## config.mk

```make
export PLATFORM = sky130hd
export DESIGN_NAME = sfifo_irq_unit
export DESIGN_NICKNAME = d
export VERILOG_FILES = /design/src/rtl/sfifo_irq_pkg.sv /design/src/rtl/sfifo_irq_live.sv /design/src/rtl/sfifo_irq_sync.sv /design/src/rtl/sfifo_irq_evt.sv /design/src/rtl/sfifo_irq_unit.sv
export SDC_FILE = /design/constraint.sdc
export NUM_CORES = 1
export LEC_CHECK = 0
export BUFFER_PORTS_ARGS = -buffer_cell sky130_fd_sc_hd__buf_2
export CORE_MARGIN = 1.5
export CORE_UTILIZATION = 35
export CTS_BUF_LIST = sky130_fd_sc_hd__clkbuf_8 sky130_fd_sc_hd__clkbuf_16
export DETAILED_ROUTE_END_ITERATION = 10
export PLACE_DENSITY = 0.61
export REMOVE_ABC_BUFFERS = 1
export SLEW_MARGIN = 40
export SYNTH_ARGS = -nofsm -noshare
export SYNTH_HDL_FRONTEND = slang
export SYNTH_SLANG_ARGS = --single-unit
export TNS_END_PERCENT = 50
```

## constraint.sdc

```tcl
create_clock -name clk -period 2.2 [get_ports clk]
set_input_delay 0.33 -clock clk [delete_from_list [all_inputs] [get_ports clk]]
set_output_delay 0.33 -clock clk [all_outputs]
set_load 0.03 [all_outputs]
```

## src/rtl/sfifo_irq_pkg.sv

```systemverilog
package sfifo_irq_pkg;
    localparam int NSRC   = 12;
    localparam int NLIVE  = 6;
    localparam int NERR   = NSRC - NLIVE;

    localparam int B_RX_REQ   = 0;
    localparam int B_RX_FULL  = 1;
    localparam int B_TX_REQ   = 2;
    localparam int B_TX_EMPTY = 3;
    localparam int B_RCTL     = 4;
    localparam int B_TCTL     = 5;
    localparam int B_RX_OVF   = 6;
    localparam int B_RX_UDF   = 7;
    localparam int B_TX_OVF   = 8;
    localparam int B_TX_UDF   = 9;
    localparam int B_SYNC     = 10;
    localparam int B_CLASH    = 11;

    localparam logic A_STATUS = 1'b0;
    localparam logic A_ENABLE = 1'b1;

    typedef logic [NSRC-1:0]  src_vec_t;
    typedef logic [NLIVE-1:0] live_vec_t;
    typedef logic [NERR-1:0]  err_vec_t;

    typedef struct packed {
        err_vec_t  err;
        live_vec_t live;
        src_vec_t  en;
    } bank_t;
endpackage

```

## src/rtl/sfifo_irq_live.sv

```systemverilog
module sfifo_irq_live
    import sfifo_irq_pkg::*;
#(
    parameter int LVL_W = 5,
    parameter int DEPTH = 16
) (
    input  logic [LVL_W-1:0] tx_level,
    input  logic [LVL_W-1:0] tx_thresh,
    input  logic [LVL_W-1:0] rx_level,
    input  logic [LVL_W-1:0] rx_thresh,
    input  logic             tx_empty,
    input  logic             rx_full,
    input  logic             tctl_ready,
    input  logic             rctl_valid,
    output live_vec_t        live
);
    localparam int CMP_W = LVL_W + 1;

    logic [CMP_W-1:0] tx_free;

    always_comb begin
        tx_free          = CMP_W'(DEPTH) - {1'b0, tx_level};
        live             = '0;
        live[B_RX_REQ]   = (rx_level >= rx_thresh);
        live[B_RX_FULL]  = rx_full;
        live[B_TX_REQ]   = (tx_free >= {1'b0, tx_thresh});
        live[B_TX_EMPTY] = tx_empty;
        live[B_RCTL]     = rctl_valid;
        live[B_TCTL]     = tctl_ready;
    end
endmodule

```

## src/rtl/sfifo_irq_sync.sv

```systemverilog
module sfifo_irq_sync #(
    parameter int BCNT_W = 8
) (
    input  logic              clk,
    input  logic              rst_n,
    input  logic              bit_tick,
    input  logic              fsync,
    input  logic              slave_mode,
    input  logic [BCNT_W-1:0] frame_bits,
    output logic              sync_err
);
    typedef struct packed {
        logic [BCNT_W-1:0] cnt;
        logic              armed;
    } frm_t;

    frm_t frm_d, frm_q;

    always_comb begin
        frm_d    = frm_q;
        sync_err = fsync && slave_mode && frm_q.armed && (frm_q.cnt < frame_bits);
        if (fsync) begin
            frm_d.armed = 1'b1;
            frm_d.cnt   = BCNT_W'(bit_tick);
        end else if (bit_tick && (frm_q.cnt != '1)) begin
            frm_d.cnt = frm_q.cnt + 1'b1;
        end
    end

    always_ff @(posedge clk or negedge rst_n) begin
        if (!rst_n) frm_q <= '0;
        else        frm_q <= frm_d;
    end
endmodule

```

## src/rtl/sfifo_irq_evt.sv

```systemverilog
module sfifo_irq_evt
    import sfifo_irq_pkg::*;
#(
    parameter int SLOT_W = 5
) (
    input  logic              tx_empty,
    input  logic              tx_full,
    input  logic              rx_empty,
    input  logic              rx_full,
    input  logic              tx_push,
    input  logic              rx_push,
    input  logic              rx_pop,
    input  logic              tx_slot,
    input  logic              sync_err,
    input  logic [SLOT_W-1:0] data_slot,
    input  logic              data_slot_on,
    input  logic [SLOT_W-1:0] ctrl_slot,
    input  logic              ctrl_slot_on,
    output err_vec_t          evt
);
    always_comb begin
        evt                      = '0;
        evt[B_RX_OVF - NLIVE]    = rx_push && rx_full;
        evt[B_RX_UDF - NLIVE]    = rx_pop && rx_empty;
        evt[B_TX_OVF - NLIVE]    = tx_push && tx_full;
        evt[B_TX_UDF - NLIVE]    = tx_slot && tx_empty;
        evt[B_SYNC - NLIVE]      = sync_err;
        evt[B_CLASH - NLIVE]     = data_slot_on && ctrl_slot_on && (data_slot == ctrl_slot);
    end
endmodule

```

## src/rtl/sfifo_irq_unit.sv

```systemverilog
module sfifo_irq_unit
    import sfifo_irq_pkg::*;
#(
    parameter int LVL_W  = 5,
    parameter int DEPTH  = 16,
    parameter int SLOT_W = 5,
    parameter int BCNT_W = 8
) (
    input  logic              clk,
    input  logic              rst_n,
    input  logic [LVL_W-1:0]  tx_level,
    input  logic [LVL_W-1:0]  tx_thresh,
    input  logic [LVL_W-1:0]  rx_level,
    input  logic [LVL_W-1:0]  rx_thresh,
    input  logic              tx_empty,
    input  logic              tx_full,
    input  logic              rx_empty,
    input  logic              rx_full,
    input  logic              tx_push,
    input  logic              rx_push,
    input  logic              rx_pop,
    input  logic              tx_slot,
    input  logic              bit_tick,
    input  logic              fsync,
    input  logic              slave_mode,
    input  logic [BCNT_W-1:0] frame_bits,
    input  logic [SLOT_W-1:0] data_slot,
    input  logic              data_slot_on,
    input  logic [SLOT_W-1:0] ctrl_slot,
    input  logic              ctrl_slot_on,
    input  logic              tctl_ready,
    input  logic              rctl_valid,
    input  logic              reg_wr,
    input  logic              reg_addr,
    input  logic [NSRC-1:0]   reg_wdata,
    output logic [NSRC-1:0]   reg_rdata,
    output logic              irq
);
    live_vec_t live;
    err_vec_t  evt;
    err_vec_t  clr;
    err_vec_t  err_next;
    logic      sync_err;
    bank_t     bank_d, bank_q;

    sfifo_irq_live #(.LVL_W(LVL_W), .DEPTH(DEPTH)) u_live (
        .tx_level  (tx_level),
        .tx_thresh (tx_thresh),
        .rx_level  (rx_level),
        .rx_thresh (rx_thresh),
        .tx_empty  (tx_empty),
        .rx_full   (rx_full),
        .tctl_ready(tctl_ready),
        .rctl_valid(rctl_valid),
        .live      (live)
    );

    sfifo_irq_sync #(.BCNT_W(BCNT_W)) u_sync (
        .clk       (clk),
        .rst_n     (rst_n),
        .bit_tick  (bit_tick),
        .fsync     (fsync),
        .slave_mode(slave_mode),
        .frame_bits(frame_bits),
        .sync_err  (sync_err)
    );

    sfifo_irq_evt #(.SLOT_W(SLOT_W)) u_evt (
        .tx_empty    (tx_empty),
        .tx_full     (tx_full),
        .rx_empty    (rx_empty),
        .rx_full     (rx_full),
        .tx_push     (tx_push),
        .rx_push     (rx_push),
        .rx_pop      (rx_pop),
        .tx_slot     (tx_slot),
        .sync_err    (sync_err),
        .data_slot   (data_slot),
        .data_slot_on(data_slot_on),
        .ctrl_slot   (ctrl_slot),
        .ctrl_slot_on(ctrl_slot_on),
        .evt         (evt)
    );

    assign clr = (reg_wr && (reg_addr == A_STATUS)) ? reg_wdata[NSRC-1:NLIVE] : '0;

    // Per-bit sticky update: a fresh event outranks a clear in the same cycle.
    for (genvar g = 0; g < NERR; g++) begin : g_sticky
        assign err_next[g] = evt[g] | (bank_q.err[g] & ~clr[g]);
    end

    always_comb begin
        bank_d      = bank_q;
        bank_d.live = live;
        bank_d.err  = err_next;
        if (reg_wr && (reg_addr == A_ENABLE)) bank_d.en = reg_wdata;
    end

    always_ff @(posedge clk or negedge rst_n) begin
        if (!rst_n) bank_q <= '0;
        else        bank_q <= bank_d;
    end

    always_comb begin
        reg_rdata = (reg_addr == A_ENABLE) ? bank_q.en : {bank_q.err, bank_q.live};
        irq       = |({bank_q.err, bank_q.live} & bank_q.en);
    end
endmodule

```

# After elaboration in Yosys (flattened, before gate mapping)
# Cells that the tools add are included.
# totals
register_bits	33
in_bits	69
output_inout_bits	13
wordCells	50
# classes
addsub	2
magnitude_cmp	3
eq_ne	2
muxes	4
bitwise_logic	20
n_reduce_logical	14
# ops
op	n
2-to-1 mux 8 bit	2
bitwise AND 12 bit	1
logical AND 1 bit	12
2-to-1 mux 12 bit	1
OR reduction 12 bit	1
adder 8 x 1 -> 8 bit (second input constant)	1
< comparator 8 bit	1
!= test 8 bit (second input constant)	1
inverter 1 bit	7
bitwise AND 1 bit	6
greater-or-equal comparator 6 x 5 -> 1 bit	1
2-to-1 mux 6 bit	1
OR 1 bit	6
subtractor 5 x 5 -> 6 bit (first input constant)	1
equality test 5 bit	1
greater-or-equal comparator 5 bit	1
nonzero test 2 bit	1

# Longest topological paths before layout
# Gate-level depths: netlist of run 1.
# logic_depth
ltp_word	6
depth_mapped	7
mapped_depth_nobuf	7

# By module
# A second synthesis of run 1 with hierarchy kept.
# unflattened
cells_unflattened	202
area_unflattened_um2	2210.9
# by_module_without_submodules
mod	instances	cells_per_inst	area_per_inst_um2	seq_area_each_um2
sfifo_irq_unit	1	71	1064.8	600.6
sfifo_irq_sync	1	75	719.4	225.2
sfifo_irq_live	1	43	335.3	0.0
sfifo_irq_evt	1	13	91.3	0.0

# Worst setup path after synthesis of run 1
# OpenSTA, ideal clock, no wires.
# synth_timing
path_type	register -> output
start	register bank_q[5] (netlist bit)
end	output irq
arrival_time_ns	1.075
required_ns	1.870
setup_slack_ns	0.795
path_stages_with_launch	4
path_buffers	0
path_cell_list	dfrtp_1 > a22o_1 > a221oi_1 > nand3_1
# synth_between
elab_chain_len	2
# synth_rtl
item	line_no	rtl
from (decl)	sfifo_irq_unit.sv:44	bank_t bank_d, bank_q;
from (signal assigned)	sfifo_irq_unit.sv:101	else bank_q <= bank_d;
bitwise AND 12 bit	sfifo_irq_unit.sv:106	irq = |({bank_q.err, bank_q.live} & bank_q.en);
OR reduction 12 bit	sfifo_irq_unit.sv:106	
to (decl)	sfifo_irq_unit.sv:37	output logic irq
# Every way passes these cells.

# Final worst setup path of run 1
# layout_timing
start	register bank_q[8] (netlist bit)
end	output irq
# The elaborated chain is that of the path after synthesis.

==> reports/qor.log, run 1 <==
[clocking] clock tree from TritonCTS built
[worst_setup_path] type of destination of the critical path primary output
[clocking] number of buffers inserted for hold repair after clock tree synthesis 0
[clocking] number of buffers created by CTS 5
[yosys] Yosys warnings 0
[route] drt via density 4.90
[global_route] via count of the first global-routing pass 1782
[run] # Max-Cap Violations 0
[route] 1st-pass router iterations 4
[worst_setup_path] CP Data Required Time 1.87 ns
[clocking] buffer levels on the longest clock path 2
[clocking] Skew-Pair Late Insertion Delay 0.28 ns
[final_layout] area added between synthesis and finish 29.2%
[worst_setup_path] type of origin of the critical path flop
[yosys] synthesized flop and latch total 33
[yosys] library cell with the highest instance count after synthesis sky130_fd_sc_hd__dfrtp_1
[worst_setup_path] count of cells along the worst register-to-register path 4
[pwr] power density normalized to cell area 668 nW/um2
[die] area of the core 5570 um2
[place] detailed placement HPWL 3.59 mm
[global_route] global-route wire length before repair 7.71 mm
[worst_setup_path] delay of the slowest cell on the worst path 0.39 ns
[timing] slew at the pin with the worst max-slew slack 0.519 ns
[place] total of buffers placed on input and output ports 81
[timing] fin. max-slew vios 0
[yosys] list of most frequent post-synthesis cells 33 x sky130_fd_sc_hd__dfrtp_1, 24 x sky130_fd_sc_hd__mux2_2, 20 x sky130_fd_sc_hd__inv_1
[timing] headroom to the max-slew limit 65.4%
[timing] Layout Skew 0.00419 ns
[yosys] area share of the leading cell type in the synthesized netlist 40.1%
[worst_setup_path] Crit path arrival time 1.51 ns
[place] cell count after placement 343
[worst_setup_path] critical path's slowest cell sky130_fd_sc_hd__dfrtp_1
[die] number of rows created at floorplan 27
[timing] tightest hold margin -0.0137 ns
[global_route] combined global-route utilization of all metal layers 15.6%
[route] vias post-DR 1719
[clocking] total setup buffers inserted after CTS 0
[yosys] Synth async-reset ratio 100%
[worst_setup_path] combined buffer and inverter count along the critical path 1
[global_route] global-route congestion overflow total 0
[min_path] class of the most critical hold timing path in -> async
[place] placement-stage worst setup slack 0.600 ns
[place] Placer Congestion 0.789
[clocking] CTS H-tree depth 2
[clocking] clock-pin transition on the worst setup and hold timing paths 0.07 ns
[timing] total negative setup slack 0 ns
[die] initial standard-cell utilization of the core 36.9%
[timing] number of hold violations in the final report 30
[pwr] leakage power figure 0.00132 uW
[timing] Worst Setup Slack, final 0.355 ns
[die] Die ar. 6350 um2
[die] height of the die 79.7 um
[route] average routed wire per standard cell 12.9 um
[final_layout] antenna fix cells 0
[yosys] number of instances in the synthesized netlist 195
[worst_setup_path] Worst Path Class, Setup reg -> out
[status] outcome complete, but fails checks
[timing] crit share post-route 83.8%
[route] Remaining DRCs 0
[worst_setup_path] Critical Path, Cell by Cell a22o_1 -> a221oi_1 -> nand3_1 -> buf_2
[pwr] VDD IR max 247 uV
[status] violations in the final reports hold timing
[worst_setup_path] Crit Path Max Fanout 3
[final_layout] Final Non-Filler Cells 351
[die] number of top-level design ports 82
[clocking] Clock Root Buffer sky130_fd_sc_hd__clkbuf_8
[final_layout] Filler Cell Count 559
[clocking] count of cells resized by post-cts repair 0
[final_layout] fraction of layout cells with a size suffix above 1 41.6%
[timing] endpoints failing setup 0
[route] initial detailed-routing violation count 37
[yosys] cell type with the largest total area after synthesis sky130_fd_sc_hd__dfrtp_1
[route] post-route ant nets 0
[final_layout] fin nets 366
[route] total wire length 4.53 mm
[global_route] pin count of the biggest net entering global routing 34
[timing] fmax 0.542 GHz
[clocking] total clock sinks 33
[yosys] cell area after synthesis 2060 um2
[yosys] most frequently used flop master after synthesis sky130_fd_sc_hd__dfrtp_1
[yosys] number of enable flip-flop cells after synthesis 0
[yosys] part of the Yosys area used for sequential elements 40.1%
[worst_setup_path] CP Depth 4
[timing] unrepaired setup endpoints after global routing false
[timing] minimum clock period after layout 1.84 ns
[yosys] number of distinct library cells after synthesis 41
[yosys] post-synthesis average cell area 10.6 um2
[die] horizontal extent of the die 79.7 um
[global_route] initial antenna violation count 0
[yosys] top cells by area, synth sky130_fd_sc_hd__dfrtp_1 40%, sky130_fd_sc_hd__mux2_2 13%, sky130_fd_sc_hd__ha_1 12%
[worst_setup_path] Largest delay share family, worst path compound AO/OA/AOI/OAI gates
## worst register-to-register path, delay by kind of cell (launching register included)
family	cells	cell delay, ns
mux	1	0.22
compound gates	1	0.25
flops	1	0.43
simple gates	1	0.23
fa+ha+maj	1	0.26
## path summary, 6_finish.rpt
path	from	endpoint	slack, ns
min reg2reg	u_sync.frm_q[0]$_DFFE_PN0P_	u_sync.frm_q[0]$_DFFE_PN0P_	0.47
max	bank_q[8]$_DFFE_PN0P_	irq	0.36
min in group clk	tctl_ready	bank_q[17]$_DFF_PN0_	0.15
max reg2reg	u_sync.frm_q[1]$_DFFE_PN0P_	u_sync.frm_q[2]$_DFFE_PN0P_	0.72
max in group asynchronous	rst_n	bank_q[9]$_DFFE_PN0P_	1.90
min	rst_n	u_sync.frm_q[0]$_DFFE_PN0P_	-0.01
## sequential cells by signal, summed over array words and instances, names as in the netlist
signal / cells
bank_q: 24
u_sync.frm_q: 9
## stage by stage
step                      instance area [um2]  hold WS [ns]  util, %  total power [uW]
after floorplan                          2030        0.0344        -               962
after global placement                   2520         0.439     45.3              1110
after detailed placement                 2520         0.439     45.3              1120
after CTS                                2660         0.130     47.7              1810
after global routing                     2660       0.00657     47.7              1890
final                                    2660       -0.0137     47.7              1780
## cell type report
| class | instances | area (um2) | share of cell area (%) |
|---|---|---|---|
| multi-input cells | 137 | 1130 | 42.4 |
| clock inverters | 3 | 65.1 | 2.45 |
| repair buffers | 81 | 408 | 15.3 |
| well taps | 72 | 90.1 | 3.39 |
| inverters | 20 | 75.1 | 2.82 |
| flip-flops and latches | 33 | 826 | 31.0 |
| clock buffers | 5 | 68.8 | 2.59 |
## cell families (layout without fill, tap and decap cells)
family	after synthesis	count (layout)	synth area share, %
and+or+nand+nor	46	46	12.8
muxes	25	25	13.6
DFF	33	33	40.1
adders and majority gates	19	19	11.6
xor gates and xnor gates	8	8	3.40
buffers and inverters	25	109	5.11
AOI/OAI and AO/OA	39	39	13.4
## report_power, final
group / total (uW) / internal [uW] / switching (uW)
logic: 395 / 192 / 203
registers: 711 / 666 / 45.4
clock network: 670 / 450 / 220
total: 1780 / 1310 / 468
## metal layers
layer	global-route usage, %	vias up	part of all wire (%)
met5	0	-	0
met4	4.74	0	1.1
met3	5.26	4	8.1
met2	26.4	53	47
met1	18.4	783	44
li1	-	879	-
## cells in the final DEF, fill, tap and decap left out, drive strengths merged, types with 2 or more instances in the layout
cell type / instances
a211oi: 3
a21oi: 10
a221oi: 3
a22o: 7
a31oi: 2
and3: 2
and4: 2
buf: 81
bufinv: 2
clkbuf: 5
dfrtp: 33
ha: 19
inv: 20
mux2: 24
nand2: 14
nand2b: 6
nand3: 3
nand4: 4
nor2: 3
nor3: 3
nor4b: 2
o211ai: 2
o21ai: 4
or4: 2
xnor2: 8
No activity file was read; power rests on OpenSTA's default activity.
==> run 2, diff against run 1 <==
==> constraint.sdc (replaced) <==
create_clock -name clk -period 1.9 [get_ports clk]
set_input_delay 0.285 -clock clk [delete_from_list [all_inputs] [get_ports clk]]
set_output_delay 0.285 -clock clk [all_outputs]
set_load 0.03 [all_outputs]
==> run 2 against run 1 <==
The run now ends clean. Combinational power grew 16%. Die area unchanged. First-iteration DRC count grew 8.1%.
==> reports/qor.log, run 2 (same netlist as run 1, synthesis figures left out) <==
[pwr] Comb power frac 25.6% [+3.4 points]
[timing] slew at the pin with the worst max-slew slack 0.518 ns [-0.000391 ns]
[pwr] part of the power in the clock network 28.6% [-9.1 points]
[clocking] Clock Root Buffer sky130_fd_sc_hd__clkbuf_8
[place] cell count after placement 345 [+0.58%]
[die] area of the core 5570 um2 [unchanged]
[worst_setup_path] Crit Path Max Fanout 3 [unchanged]
[route] post-route ant nets 0 [unchanged]
[status] outcome finished clean
[worst_setup_path] Critical Path, Cell by Cell a22o_1 -> a221oi_1 -> nand3_1 -> buf_2
[final_layout] fin area 2630 um2 [-1.3%]
[final_layout] area added between synthesis and finish 27.5%
[global_route] initial antenna violation count 0 [unchanged]
[worst_setup_path] type of origin of the critical path flop
[die] initial standard-cell utilization of the core 36.9% [unchanged]
[final_layout] commonest cells after routing, fill and taps aside 81 x sky130_fd_sc_hd__buf_2, 33 x sky130_fd_sc_hd__dfrtp_1, 24 x sky130_fd_sc_hd__mux2_2
[clocking] clock-pin transition on the worst setup and hold timing paths 0.07 ns [about the same]
[pwr] power density normalized to cell area 684 nW/um2 [+2.4%]
[global_route] global-route wire length before repair 7.52 mm [-2.4%]
[final_layout] Final Non-Filler Cells 353 [+0.57%]
[timing] fin. max-slew vios 0 [unchanged]
[route] total wire length 4.47 mm [-1.4%]
[timing] tightest hold margin 0.0200 ns [+0.0337 ns]
[clocking] number of buffers created by CTS 5 [unchanged]
[route] average routed wire per standard cell 12.7 um [-1.9%]
[timing] headroom to the max-slew limit 65.4% [about the same]
[place] detailed placement HPWL 3.58 mm [-0.13%]
[clocking] total setup buffers inserted after CTS 0 [unchanged]
[place] Post-Place Cell Area 2540 um2 [+0.59%]
[global_route] global-route congestion overflow total 0 [unchanged]
[pwr] share of power burned in registers 45.8% [+5.8 points]
[worst_setup_path] Largest delay share family, worst path compound AO/OA/AOI/OAI gates
[global_route] combined global-route utilization of all metal layers 15.3% [-0.23 points]
[worst_setup_path] type of destination of the critical path primary output
[route] initial detailed-routing violation count 40 [+8.1%]
[pwr] Net Switching 546 uW [+17%]
[clocking] total clock sinks 33 [unchanged]
[worst_setup_path] combined buffer and inverter count along the critical path 1 [unchanged]
[final_layout] number of flip-flops in the largest register 24 [unchanged]
[timing] Layout Skew 0.00235 ns [-0.00184 ns]
[worst_setup_path] worst reg2reg setup slack 0.44 ns [-0.28 ns]
[pwr] VDD IR max 276 uV [+12%]
[final_layout] biggest regs bank_q x24, u_sync.frm_q x9
[timing] endpoints failing setup 0 [unchanged]
[place] Placer Congestion 0.752 [-4.7%]
[pwr] switching power share of the total 30.4% [+4.1 points]
[worst_setup_path] CP Data Required Time 1.62 ns [-0.25 ns]
[die] number of top-level design ports 82 [unchanged]
[die] number of rows created at floorplan 27 [unchanged]
[die] Die ar. 6350 um2 [unchanged]
[final_layout] most common library cell in the layout ignoring fill and taps sky130_fd_sc_hd__buf_2
[timing] fmax 0.568 GHz
[run] # Max-Cap Violations 0 [unchanged]
[final_layout] register with the most flip-flops bank_q
[timing] crit share post-route 92.7%
[clocking] Skew-Pair Late Insertion Delay 0.28 ns [about the same]
[clocking] buffer levels on the longest clock path 2 [unchanged]
[final_layout] fin nets 368 [+0.55%]
[route] vias post-DR 1735 [+0.93%]
[timing] minimum clock period after layout 1.76 ns
[die] horizontal extent of the die 79.7 um [unchanged]
[route] drt via density 4.92 [+0.36%]
[worst_setup_path] delay of the slowest cell on the worst path 0.39 ns [about the same]
[clocking] count of cells resized by post-cts repair 0 [unchanged]
[clocking] CTS H-tree depth 2 [unchanged]
[place] total of buffers placed on input and output ports 81 [unchanged]
[timing] total negative setup slack 0 ns [unchanged]
[final_layout] Filler Cell Count 568 [+1.6%]
[global_route] pin count of the biggest net entering global routing 34 [unchanged]
[timing] number of hold violations in the final report 0 [-100%]
[min_path] class of the most critical hold timing path in -> async
[route] Remaining DRCs 0 [unchanged]
[die] height of the die 79.7 um [unchanged]
[worst_setup_path] Crit path arrival time 1.48 ns [-0.03 ns]
[timing] unrepaired setup endpoints after global routing false
[pwr] Overall Power 1790 uW [+1.1%]
[worst_setup_path] Worst Path Class, Setup reg -> out
[pwr] leakage power figure 0.00130 uW [-1.2%]
[clocking] number of buffers inserted for hold repair after clock tree synthesis 0 [unchanged]
[final_layout] fraction of layout cells with a size suffix above 1 42.0% [+0.42 points]
[worst_setup_path] critical path's slowest cell sky130_fd_sc_hd__dfrtp_1
[clocking] clock tree from TritonCTS built
[final_layout] antenna fix cells 0 [unchanged]
[pwr] Int Power 1250 uW [-4.6%]
[global_route] via count of the first global-routing pass 1749 [-1.9%]
[route] 1st-pass router iterations 4 [unchanged]
run 2: power by group through the flow:
stage / clock [uW] / sequential [uW] / combinational, uW
floorplan: 0 / 820 / 294
detailed placement: 0 / 836 / 466
finish: 512 / 823 / 460
global route: 573 / 835 / 516
global placement: 0 / 835 / 460
CTS: 536 / 823 / 469
run 2: cell type report:
class,instances,area (um2),area share [%]
multi-input cells,137,1130,42.9
flip-flops and latches,33,826,31.5
repair buffers,83,420,16.0
well taps,72,90.1,3.43
inverters,20,75.1,2.86
clock buffers,5,68.8,2.62
clock inverters,3,17.5,0.667
run 2: routing by layer:
layer | part of all wire [%] | vias up | GRT usage [%] | wire [um]
li1 | - | 884 | - | -
met1 | 44 | 799 | 18.1 | 1970
met2 | 47 | 50 | 25.8 | 2110
met3 | 7.8 | 2 | 5.26 | 350
met4 | 0.89 | 0 | 5.26 | 40
met5 | 0 | - | 0 | 0
run 2: final timing paths:
| path | depth (start not counted) | from | to |
|---|---|---|---|
| hold reg to reg | 1 | u_sync.frm_q[0]$_DFFE_PN0P_ | u_sync.frm_q[0]$_DFFE_PN0P_ |
| min in group clk | 1 | tctl_ready | bank_q[17]$_DFF_PN0_ |
| hold / removal | 2 | rst_n | u_sync.frm_q[2]$_DFFE_PN0P_ |
| max in group asynchronous | 2 | rst_n | bank_q[6]$_DFFE_PN0P_ |
| setup reg to reg | 4 | u_sync.frm_q[1]$_DFFE_PN0P_ | u_sync.frm_q[2]$_DFFE_PN0P_ |
| setup / recovery | 4 | bank_q[8]$_DFFE_PN0P_ | irq |
run 2: per-stage QoR:
stage | setup slack, ns | util [%]
2_1_floorplan | 0.540 | -
3_3_place_gp | 0.415 | 45.5
3_5_place_dp | 0.350 | 45.5
4_1_cts | 0.133 | 47.1
5_1_grt | 0.00681 | 47.1
6_report | 0.139 | 47.1
==> run 3, diff against run 2 <==
--- a/config.mk
+++ b/config.mk
@@ -5,12 +5,13 @@
 export SDC_FILE = /design/constraint.sdc
 export NUM_CORES = 1
 export LEC_CHECK = 0
+export ABC_AREA = 1
 export BUFFER_PORTS_ARGS = -buffer_cell sky130_fd_sc_hd__buf_2
 export CORE_MARGIN = 1.5
 export CORE_UTILIZATION = 35
 export CTS_BUF_LIST = sky130_fd_sc_hd__clkbuf_8 sky130_fd_sc_hd__clkbuf_16
 export DETAILED_ROUTE_END_ITERATION = 10
-export PLACE_DENSITY = 0.61
+export PLACE_DENSITY = 0.6
 export REMOVE_ABC_BUFFERS = 1
 export SLEW_MARGIN = 40
 export SYNTH_ARGS = -nofsm -noshare
==> run 3 against run 2 <==
Setup slack gained 0.17 ns. First-iteration DRC count grew 7.5%. Clock-buffer cell count stayed put. Critical endpoint unchanged.
==> reports/qor.log, run 3 <==
[run] # Max-Cap Violations 0 [unchanged]
[final_layout] fin nets 471 [+28%]
[yosys] Synth Area in Simple Gates 29.6% [+17 points]
[clocking] total setup buffers inserted after CTS 0 [unchanged]
[timing] headroom to the max-slew limit 71.7% [+6.3 points]
[place] Placer Congestion 0.734 [-2.4%]
[yosys] number of instances in the synthesized netlist 297 [+52%]
[final_layout] area added between synthesis and finish 26.1%
[final_layout] register with the most flip-flops bank_q
[global_route] global routing's busiest layer met2
[route] vias post-DR 2039 [+18%]
[yosys] part of the Yosys area used for sequential elements 37.2% [-3.0 points]
[place] detailed placement HPWL 3.73 mm [+4.2%]
[worst_setup_path] delay of the slowest cell on the worst path 0.40 ns [about the same]
[final_layout] Multi-input gate area 1170 um2 [+4.2%]
[yosys] number of enable flip-flop cells after synthesis 0 [unchanged]
[worst_setup_path] Worst Path Class, Setup reg -> out
[final_layout] commonest cells after routing, fill and taps aside 108 x sky130_fd_sc_hd__nand2_1, 80 x sky130_fd_sc_hd__buf_2, 45 x sky130_fd_sc_hd__inv_1
[die] number of rows created at floorplan 28 [+3.7%]
[final_layout] Storage cell area 826 um2 [unchanged]
[die] area of the core 6030 um2 [+8.1%]
[route] average routed wire per standard cell 10.3 um [-19%]
[pwr] VDD IR max 276 uV [+0.24%]
[global_route] initial antenna violation count 0 [unchanged]
[status] outcome finished clean
[route] 1st-pass router iterations 4 [unchanged]
[timing] slew at the pin with the worst max-slew slack 0.425 ns [-0.0930 ns]
[pwr] power density normalized to cell area 633 nW/um2 [-7.5%]
[yosys] Yosys warnings 0 [unchanged]
[timing] crit share post-route 83.8% [-9.0 points]
[yosys] number of distinct library cells after synthesis 30 [-27%]
[final_layout] antenna fix cells 0 [unchanged]
[global_route] pin count of the biggest net entering global routing 34 [unchanged]
[timing] endpoints failing setup 0 [unchanged]
[route] drt via density 4.44 [-9.6%]
[global_route] GRT met3 Usage 5.49% [+0.24 points]
[worst_setup_path] CP Depth 5 [+1]
[clocking] buffer levels on the longest clock path 2 [unchanged]
[clocking] number of buffers created by CTS 5 [unchanged]
[worst_setup_path] type of destination of the critical path primary output
[yosys] library cell with the highest instance count after synthesis sky130_fd_sc_hd__nand2_1
[route] initial detailed-routing violation count 43 [+7.5%]
[final_layout] fraction of layout cells with a size suffix above 1 27.1% [-15 points]
[yosys] area share of the leading cell type in the synthesized netlist 37.2% [-3.0 points]
[yosys] compound-gate portion of the synthesized area 6.36% [-7.1 points]
[global_route] via count of the first global-routing pass 1824 [+4.3%]
[die] Die ar. 6840 um2 [+7.7%]
[timing] minimum clock period after layout 1.59 ns [-0.170 ns]
[pwr] Overall Power 1770 uW [-1.2%]
[worst_setup_path] critical path's slowest cell sky130_fd_sc_hd__dfrtp_1
[final_layout] most common library cell in the layout ignoring fill and taps sky130_fd_sc_hd__nand2_1
[yosys] top cells by area, synth sky130_fd_sc_hd__dfrtp_1 37%, sky130_fd_sc_hd__nand2_1 18%, sky130_fd_sc_hd__ha_1 11%
[clocking] Clock Root Buffer sky130_fd_sc_hd__clkbuf_8
[die] horizontal extent of the die 82.7 um [+3.8%]
[yosys] adder and majority cell fraction of the synthesized area 10.7% [-0.85 points]
[global_route] global-route wire length before repair 7.78 mm [+3.5%]
[final_layout] number of flip-flops in the largest register 24 [unchanged]
[route] total wire length 4.72 mm [+5.6%]
[yosys] synthesized flop and latch total 33 [unchanged]
[global_route] global-route congestion overflow total 0 [unchanged]
[yosys] list of most frequent post-synthesis cells 108 x sky130_fd_sc_hd__nand2_1, 44 x sky130_fd_sc_hd__inv_1, 33 x sky130_fd_sc_hd__dfrtp_1
[die] number of top-level design ports 82 [unchanged]
[final_layout] biggest regs bank_q x24, u_sync.frm_q x9
[yosys] area share of xor/xnor cells in the synthesized design 3.15% [-0.25 points]
[place] total of buffers placed on input and output ports 81 [unchanged]
[yosys] cell area after synthesis 2220 um2 [+8.0%]
[min_path] class of the most critical hold timing path in -> reg
[min_path] number of stages on the worst hold path 1
[clocking] clock-pin transition on the worst setup and hold timing paths 0.06 ns [about the same]
[timing] fin. max-slew vios 0 [unchanged]
[yosys] most frequently used flop master after synthesis sky130_fd_sc_hd__dfrtp_1
[worst_setup_path] count of cells along the worst register-to-register path 9 [+5]
[worst_setup_path] Crit Path Max Fanout 3 [unchanged]
[worst_setup_path] Most Frequent Cell on Critical Path sky130_fd_sc_hd__nand2_1
[route] post-route ant nets 0 [unchanged]
[final_layout] Filler Cell Count 633 [+11%]
[clocking] total clock sinks 33 [unchanged]
[yosys] Synth async-reset ratio 100% [unchanged]
[clocking] Skew-Pair Late Insertion Delay 0.28 ns [about the same]
[route] Remaining DRCs 0 [unchanged]
[clocking] clock tree from TritonCTS built
[yosys] post-synthesis average cell area 7.48 um2 [-29%]
[timing] unrepaired setup endpoints after global routing false
[global_route] global routing usage on met2 23.7% [-2.1 points]
[yosys] largest family of logic cells by synthesized area simple AND/OR/NAND/NOR gates
[timing] number of hold violations in the final report 0 [unchanged]
[timing] fmax 0.628 GHz [+11%]
[timing] Layout Skew 0.00555 ns [+0.00320 ns]
[yosys] multiplexer fraction of the synthesized cell area 3.04% [-11 points]
[worst_setup_path] type of origin of the critical path flop
[yosys] cell type with the largest total area after synthesis sky130_fd_sc_hd__dfrtp_1
[timing] total negative setup slack 0 ns [unchanged]
[worst_setup_path] Crit path arrival time 1.31 ns [-0.17 ns]
[global_route] combined global-route utilization of all metal layers 15.2% [-0.11 points]
[worst_setup_path] Largest delay share family, worst path flip-flops
[worst_setup_path] CP Data Required Time 1.62 ns [about the same]
[global_route] met1 track demand over resource 19.4% [+1.3 points]
[worst_setup_path] Critical Path, Cell by Cell nand2_1 -> nand2_1 -> a221oi_1 -> nand2_1 -> buf_2
[worst_setup_path] combined buffer and inverter count along the critical path 1 [unchanged]
[clocking] CTS H-tree depth 2 [unchanged]
[die] height of the die 82.7 um [+3.8%]
[die] initial standard-cell utilization of the core 36.9% [-0.048 points]
[final_layout] fin util 46.5% [-0.60 points]
[pwr] leakage power figure 0.00162 uW [+25%]
run 3: cell count changes after synthesis, moves of 7 or more:
cell	before	now
sky130_fd_sc_hd__nand2_1	14	108
sky130_fd_sc_hd__o21ai_1	0	9
sky130_fd_sc_hd__nand3_1	2	9
sky130_fd_sc_hd__mux2_2	24	0
sky130_fd_sc_hd__inv_1	20	44
sky130_fd_sc_hd__a22o_1	7	0
sky130_fd_sc_hd__nor2_1	3	17
run 3: layout make-up:
| cell class | instances | share of cell area, % |
|---|---|---|
| clock buffers | 5 | 2.46 |
| clock inverters | 3 | 0.491 |
| inverters | 50 | 7.37 |
| multi-input cells | 211 | 41.9 |
| flip-flops and latches | 33 | 29.5 |
| well taps | 75 | 3.35 |
| repair buffers | 82 | 14.9 |
run 3: through the flow:
| step | hold WS (ns) | setup slack [ns] | area (um2) | cells |
|---|---|---|---|---|
| floorplan | -0.0106 | 0.508 | 2210 | 294 |
| global placement | 0.394 | 0.353 | 2710 | 450 |
| detailed placement | 0.394 | 0.304 | 2710 | 450 |
| CTS | 0.0861 | 0.287 | 2790 | 458 |
| global route | 0.0890 | 0.196 | 2800 | 459 |
| finish | 0.106 | 0.309 | 2800 | 459 |
run 3: report_power, final:
part           internal (uW)  switching, uW
clock                    248            244
combinational            193            268
sequential               769           49.7
total                   1210            562
run 3: path summary, 6_finish.rpt:
| check | from | endpoint | slack, ns |
|---|---|---|---|
| max | bank_q[11]$_DFFE_PN0P_ | irq | 0.31 |
| max in group asynchronous | rst_n | bank_q[22]$_DFF_PN0_ | 1.11 |
| min | tctl_ready | bank_q[17]$_DFF_PN0_ | 0.11 |
| min in group asynchronous | rst_n | u_sync.frm_q[4]$_DFFE_PN0P_ | 0.48 |
| min reg2reg | u_sync.frm_q[0]$_DFFE_PN0P_ | u_sync.frm_q[0]$_DFFE_PN0P_ | 0.46 |
| max reg2reg | u_sync.frm_q[1]$_DFFE_PN0P_ | u_sync.frm_q[1]$_DFFE_PN0P_ | 0.60 |
run 3: worst register-to-register path: cells and delay by family (launching register included):
family,cells,cell delay [ns]
adder cells (fa/ha/maj),1,0.23
flip-flops,1,0.41
buffers and inverters,1,0.07
AND/OR/NAND/NOR,7,0.46
run 3: what timing repair did:
action / 4_1_cts / 5_1_grt
endpoints found under the hold margin: 0 / 33
gates resized for setup: 0 / 0
hold buffers: 0 / 1
run 3: logic make-up (layout without fill, tap and decap cells):
group | after synthesis | in the layout
compound gates | 24 | 24
xor+xnor | 8 | 8
flops | 33 | 33
simple gates | 154 | 154
fa+ha+maj | 19 | 19
buf+inv | 53 | 140
mux | 6 | 6
run 3: layer usage:
layer / wire, um / vias to the layer above
met5: 0 / -
met1: 2220 / 868
met4: 61 / 0
li1: - / 1100
met3: 378 / 4
met2: 2060 / 67
